## src/rtl/avi_pkt_pkg.sv

```systemverilog
package avi_pkt_pkg;
  localparam int PKT_LEN = 17;
  localparam int IDX_W   = $clog2(PKT_LEN);
  localparam int CHK_IDX = 3;
  localparam int FMT_IDX = 5;

  typedef struct packed {
    logic load;
    logic step;
  } avi_ctl_t;

  function automatic logic [7:0] baseByte(input logic [IDX_W-1:0] idx);
    case (idx)
      5'd0:    baseByte = 8'h82;
      5'd1:    baseByte = 8'h02;
      5'd2:    baseByte = 8'h0D;
      5'd4:    baseByte = 8'h12;
      5'd6:    baseByte = 8'h88;
      default: baseByte = 8'h00;
    endcase
  endfunction

  function automatic logic [7:0] baseSum();
    logic [7:0] acc;
    acc = 8'h00;
    for (int i = 0; i < PKT_LEN; i++) acc = acc + baseByte(IDX_W'(i));
    return acc;
  endfunction
endpackage

```

## src/rtl/avi_pkt_dp.sv

```systemverilog
module avi_pkt_dp
  import avi_pkt_pkg::*;
#(
  parameter int CLK_W    = 20,
  parameter int RES_W    = 12,
  parameter int SD_LIMIT = 27000,
  parameter int ASP_LIM  = 156
) (
  input  logic             clk,
  input  logic             rstN,
  input  avi_ctl_t         ctl,
  input  logic [IDX_W-1:0] idx,
  input  logic [CLK_W-1:0] pixClkKhz,
  input  logic [RES_W-1:0] hActive,
  input  logic [RES_W-1:0] vActive,
  output logic [7:0]       byteOut
);
  localparam int NUM_W = RES_W + 7;

  logic             sdR;
  logic [RES_W-1:0] denR;
  logic [RES_W:0]   remR;
  logic [NUM_W-1:0] quoR;
  logic [RES_W:0]   trial;
  logic             fits;
  logic [7:0]       fmtByte;
  logic [7:0]       chkByte;

  assign trial = {remR[RES_W-1:0], quoR[NUM_W-1]};
  assign fits  = trial >= {1'b0, denR};

  always_ff @(posedge clk or negedge rstN) begin
    if (!rstN) begin
      sdR  <= 1'b0;
      denR <= '0;
      remR <= '0;
      quoR <= '0;
    end else if (ctl.load) begin
      sdR  <= pixClkKhz <= CLK_W'(SD_LIMIT);
      denR <= vActive;
      remR <= '0;
      quoR <= NUM_W'(hActive) * NUM_W'(100);
    end else if (ctl.step) begin
      remR <= fits ? trial - {1'b0, denR} : trial;
      quoR <= {quoR[NUM_W-2:0], fits};
    end
  end

  assign fmtByte = (sdR ? 8'h40 : 8'h80) |
                   ((quoR < NUM_W'(ASP_LIM)) ? 8'h18 : 8'h28);
  assign chkByte = 8'h00 - (baseSum() + fmtByte);

  always_comb begin
    if (idx == IDX_W'(CHK_IDX))      byteOut = chkByte;
    else if (idx == IDX_W'(FMT_IDX)) byteOut = fmtByte;
    else                             byteOut = baseByte(idx);
  end

  // the remainder never reaches the divisor after a step
  p_rem_below_den_r5: assert property (@(posedge clk) disable iff (!rstN)
    ($past(ctl.step) && denR != '0) |-> remR < {1'b0, denR});
endmodule

```

## src/rtl/avi_pkt_ctrl.sv

```systemverilog
module avi_pkt_ctrl
  import avi_pkt_pkg::*;
#(
  parameter int NUM_W = 19
) (
  input  logic             clk,
  input  logic             rstN,
  input  logic             start,
  output avi_ctl_t         ctl,
  output logic [IDX_W-1:0] idx,
  output logic             wrEn,
  output logic             done
);
  localparam int CNT_W = $clog2(NUM_W + 1);

  typedef enum logic [1:0] {S_IDLE, S_DIV, S_WRITE, S_FIN} state_t;

  state_t           stateR;
  logic [CNT_W-1:0] stepCnt;
  logic [IDX_W-1:0] idxR;

  always_ff @(posedge clk or negedge rstN) begin
    if (!rstN) begin
      stateR  <= S_IDLE;
      stepCnt <= '0;
      idxR    <= '0;
    end else begin
      case (stateR)
        S_IDLE: if (start) begin
          stateR  <= S_DIV;
          stepCnt <= '0;
        end
        S_DIV: begin
          stepCnt <= stepCnt + 1'b1;
          if (stepCnt == CNT_W'(NUM_W - 1)) begin
            stateR <= S_WRITE;
            idxR   <= '0;
          end
        end
        S_WRITE: begin
          idxR <= idxR + 1'b1;
          if (idxR == IDX_W'(PKT_LEN - 1)) stateR <= S_FIN;
        end
        default: stateR <= S_IDLE;
      endcase
    end
  end

  always_comb begin
    ctl.load = (stateR == S_IDLE) && start;
    ctl.step = (stateR == S_DIV);
  end

  assign idx  = idxR;
  assign wrEn = (stateR == S_WRITE);
  assign done = (stateR == S_FIN);

  p_addr_step_r2: assert property (@(posedge clk) disable iff (!rstN)
    (wrEn && idx != IDX_W'(PKT_LEN - 1)) |=> (wrEn && idx == $past(idx) + 1'b1));
  p_first_addr_r2: assert property (@(posedge clk) disable iff (!rstN)
    $rose(wrEn) |-> idx == '0);
  p_done_after_last_r7: assert property (@(posedge clk) disable iff (!rstN)
    (wrEn && idx == IDX_W'(PKT_LEN - 1)) |=> done);
  p_done_pulse_r7: assert property (@(posedge clk) disable iff (!rstN)
    done |=> !done);
  p_done_no_write_r7: assert property (@(posedge clk) disable iff (!rstN)
    done |-> !wrEn);
  p_busy_ignores_start_r8: assert property (@(posedge clk) disable iff (!rstN)
    (start && stateR == S_DIV) |=> stateR != S_IDLE);
endmodule

```

## src/rtl/avi_pkt_builder.sv

```systemverilog
module avi_pkt_builder
  import avi_pkt_pkg::*;
#(
  parameter int CLK_W    = 20,
  parameter int RES_W    = 12,
  parameter int SD_LIMIT = 27000,
  parameter int ASP_LIM  = 156
) (
  input  logic             clk,
  input  logic             rstN,
  input  logic             start,
  input  logic [CLK_W-1:0] pixClkKhz,
  input  logic [RES_W-1:0] hActive,
  input  logic [RES_W-1:0] vActive,
  output logic [IDX_W-1:0] wrAddr,
  output logic [7:0]       wrData,
  output logic             wrEn,
  output logic             done
);
  localparam int NUM_W = RES_W + 7;

  avi_ctl_t         ctl;
  logic [IDX_W-1:0] idx;

  avi_pkt_ctrl #(.NUM_W(NUM_W)) u_ctrl (
    .clk(clk), .rstN(rstN), .start(start),
    .ctl(ctl), .idx(idx), .wrEn(wrEn), .done(done)
  );

  avi_pkt_dp #(.CLK_W(CLK_W), .RES_W(RES_W), .SD_LIMIT(SD_LIMIT), .ASP_LIM(ASP_LIM)) u_dp (
    .clk(clk), .rstN(rstN), .ctl(ctl), .idx(idx),
    .pixClkKhz(pixClkKhz), .hActive(hActive), .vActive(vActive),
    .byteOut(wrData)
  );

  assign wrAddr = idx;
endmodule

```

## config.mk

```make
export PLATFORM = sky130hd
export DESIGN_NAME = avi_pkt_builder
export DESIGN_NICKNAME = d
export VERILOG_FILES = /design/src/rtl/avi_pkt_pkg.sv /design/src/rtl/avi_pkt_dp.sv /design/src/rtl/avi_pkt_ctrl.sv /design/src/rtl/avi_pkt_builder.sv
export SDC_FILE = /design/constraint.sdc
export NUM_CORES = 1
export LEC_CHECK = 0
export BUFFER_PORTS_ARGS = -buffer_cell sky130_fd_sc_hd__buf_2
export CAP_MARGIN = 20
export CORE_ASPECT_RATIO = 0.9
export CORE_MARGIN = 8
export CORE_UTILIZATION = 59
export DETAILED_ROUTE_END_ITERATION = 8
export GPL_TIMING_DRIVEN = 0
export PLACE_DENSITY = 0.83
export SLEW_MARGIN = 20
export SYNTH_ARGS = -nofsm -noshare
export SYNTH_HDL_FRONTEND = slang
export SYNTH_SLANG_ARGS = --single-unit
```

## constraint.sdc

```tcl
create_clock -name clk -period 2.6 [get_ports clk]
set_input_delay 0.39 -clock clk [delete_from_list [all_inputs] [get_ports clk]]
set_output_delay 0.39 -clock clk [all_outputs]
set_load 0.01 [all_outputs]
```

==> impl_metrics.tcl <==
set metrics [dict create \
    status "finished, violations left" \
    violations "setup timing" \
    timing.final.ws_setup_ns -0.224 \
    syn-cell-area_um2 4610 \
    start_util_pct 61.1 \
    clock_sinks 56 \
    finalWirelength_um 11700 \
    whs_ns 0.0925 \
    diodes 0 \
    routedWlPerCell_um 16.9 \
    overflow 0 \
    ios 62 \
    worst_slew_margin_rel_pct 53.2 \
    switching_share_pct 48.6 \
    grt_max_degree 57 \
    grt_pass1_wl_um 18700 \
    max_slew.worst_pin.slew_ns 0.702 \
    io_buffers 61 \
    synth.area.mux_share_pct 5.07 \
    grt_antenna_before_repair 0 \
    crit_fanout 5 \
    utilization_pct 73.8 \
    core_area_um2 7540 \
    synth-seq-cells 56 \
    route.detailed.drc 0 \
    combPwrFrac_pct 67.0 \
    cts.clk_slew.worst_paths_ns 0.11 \
    hold_viol_final 0 \
    synth_top_family_by_area "adder cells" \
    num-fill-cells 542 \
    h-tree-depth 2 \
    num_vias 4195 \
    first_global_vias 3989 \
    layout-drive-gt1-share_pct 22.5 \
    clock_skew_ns 0.0125 \
    root_buffer "clkbuf_8" \
    synth.area.top_cells "dfrtp_1, ha_1, o21ai_0" \
    slew_violations 0 \
    yosysSeqAreaShare_pct 30.4 \
    die_x_um 109 \
    fin_nets 710 \
    power.share.sequential_pct 25.1 \
    synth_top_cell_by_area "dfrtp_1" \
    dr.pass1.iters 5 \
    rows 30 \
    p_switching_mw 3.08 \
    fin_crit_sh_pct 109 \
    ys_top_cells_by_count "ha_1, dfrtp_1, inv_1" \
    synthArstFlopShare_pct 100 \
    synth_top_cell_area_share_pct 30.4 \
    p_clk_share_pct 7.8 \
    period_needed_ns 2.82 \
    cts-buffers-inserted 5 \
    gp_routability_congestion 0.899 \
    syn_nets 633 \
    top_layer "met4" \
    wl_met3_um 793 \
    synthXorXnorAreaFrac_pct 3.61 \
    setup-violations-final 6 \
    p_int_mw 3.26 \
    via_per_inst 6.10 \
    ys.flop_type "dfrtp_1" \
    power.density_nw_per_um2 1140 \
    drt_first_iter_violations 302 \
    yosysMostFrequentCell "ha_1" \
    crit_type "in2reg" \
    min_path_type "in2async" \
    yosysUniqueCellTypes 66 \
    drt-met1-wl_um 5190 \
    rsz0062_at_grt "true" \
    route.met2.wl_um 5540 \
    irDropWorstVdd_v 0.000664 \
    synth_edf_count 0 \
    crit_required_ns 2.81 \
    synth_warnings 0 \
    cts_buffer_depth 2 \
    tritoncts "built" \
    postRouteAntennaNets 0 \
    die_h_um 99.9 \
    grtUsageTotal_pct 20.7 \
    area_delta_synth_final_pct 20.7 \
    leakagePower_nw 2.59 \
    yosys.area_share.simple_pct 14.3 \
    synth_fa_ha_area_share_pct 20.8 \
    synthCells 514 \
    rr_worst_depth 8 \
    synth_compound_area_share_pct 19.9 \
    cap_violations 0 \
    start_kind "input port" \
    cp-end-kind "flip-flop" \
    dpl.hpwl_um 8530 \
    die_area_um2 10900 \
    avgSynthCellArea_um2 8.97 \
    worstPathArrival_ns 3.03 \
    worst_skew_pair.late_latency_ns 0.32 \
    fmax_ghz 0.354 \
]
[kinds of logic after synthesis]
logic type,after synthesis
flops,56
xor+xnor,19
mux,23
fa+ha+maj,72
buf+inv,69
compound gates,139
simple gates,136
[worst max-delay path, cell delays in order]
cell and delay [ns]:
buf_8 0.11, ha_4 0.23, ha_4 0.26, inv_2 0.03, fa_1 0.50, inv_2 0.05
ha_4 0.24, nand3_2 0.07, o211ai_1 0.15, o41ai_2 0.37, buf_4 0.18, o21ai_2 0.05
or2_0 0.19, a31o_1 0.20
[metrics by stage]
step | power, mW | cells | worst slack [ns] | cell area [µm²] | TNS (ns)
2_1_floorplan | 4.55 | 514 | -0.271 | 4780 | -0.555
3_3_place_gp | 5.36 | 671 | -0.598 | 5200 | -2.68
3_5_place_dp | 5.51 | 671 | -0.649 | 5210 | -3.14
4_1_cts | 6.09 | 682 | -0.142 | 5390 | -0.602
5_1_grt | 6.86 | 688 | -0.295 | 5570 | -1.18
6_report | 6.34 | 688 | -0.224 | 5570 | -0.685
[per-layer routing]
layer  GRT usage (%)  vias to the layer above
met3            2.75                       18
met5               0                        -
met1            28.7                     2037
li1                -                     2000
met4            4.88                        0
met2            33.1                      140
[state kept, by name, indices dropped and copies added, names as in the netlist]
name / flops
u_ctrl.idx: 5
u_dp.remR: 12
u_dp.sdR: 1
u_ctrl.stepCnt: 5
u_dp.quoR: 19
u_ctrl.stateR: 2
u_dp.denR: 12
[power groups by stage]
| stage | clock network, mW | registers [mW] | logic [mW] |
|---|---|---|---|
| 3_5_place_dp | 0 | 1.59 | 3.92 |
| 5_1_grt | 0.540 | 1.63 | 4.69 |
| 2_1_floorplan | 0 | 1.50 | 3.05 |
| 3_3_place_gp | 0 | 1.56 | 3.79 |
| 4_1_cts | 0.503 | 1.57 | 4.01 |
| 6_report | 0.497 | 1.59 | 4.25 |
[worst paths after layout]
check                                    startpoint                             to  slack (ns)
max reg2reg                u_dp.denR[1]$_DFFE_PN0P_       u_dp.remR[7]$_DFFE_PN0P_        0.15
min reg2reg                    u_dp.sdR$_DFFE_PN0P_           u_dp.sdR$_DFFE_PN0P_        0.50
min                                            rstN  u_ctrl.stepCnt[1]$_DFFE_PN0P_        0.09
max in group asynchronous                      rstN      u_ctrl.idx[0]$_DFFE_PN0P_        2.01
max                                      hActive[3]      u_dp.quoR[15]$_DFFE_PN0P_       -0.22
min in group clk                      pixClkKhz[17]           u_dp.sdR$_DFFE_PN0P_        0.24
[cells in the final DEF, fill, tap and decap left out, types with 5 or more instances in the layout]
cell      instances
clkbuf_1         11
o211ai_1          5
o21a_1            5
nand4_1           6
nor2b_1           5
buf_1             5
nor3_1           10
inv_1            48
nand3_1          12
o21ai_0          43
nand2_1          43
dfrtp_1          55
a31oi_1           7
mux2i_1          20
a21o_1            5
o21ai_1           7
a21oi_1          15
fa_1              7
buf_4             9
clkbuf_8          5
buf_2            56
nor2_1           29
xnor2_1           8
ha_1             46
xor2_1            9
ha_4             17
[cell type report]
class	instances	area (µm²)	area share [%]
Clock inverter	3	21.3	0.382
Timing Repair Buffer	69	397	7.13
Inverter	51	191	3.44
Tap cell	96	120	2.16
Buffer	18	78.8	1.42
Clock buffer	5	68.8	1.24
Multi-Input combinational cell	390	3290	59.0
Sequential cell	56	1400	25.2
[what timing repair did]
item	CTS	global route
hold endpoints to repair	0	0
gates resized for setup	16	24
setup endpoints to repair	5	13
buffers inserted	3	5
hold buffers	0	0
pin swaps	4	11
gates cloned	0	1
Note: power is estimated with default switching activity, not from simulation.
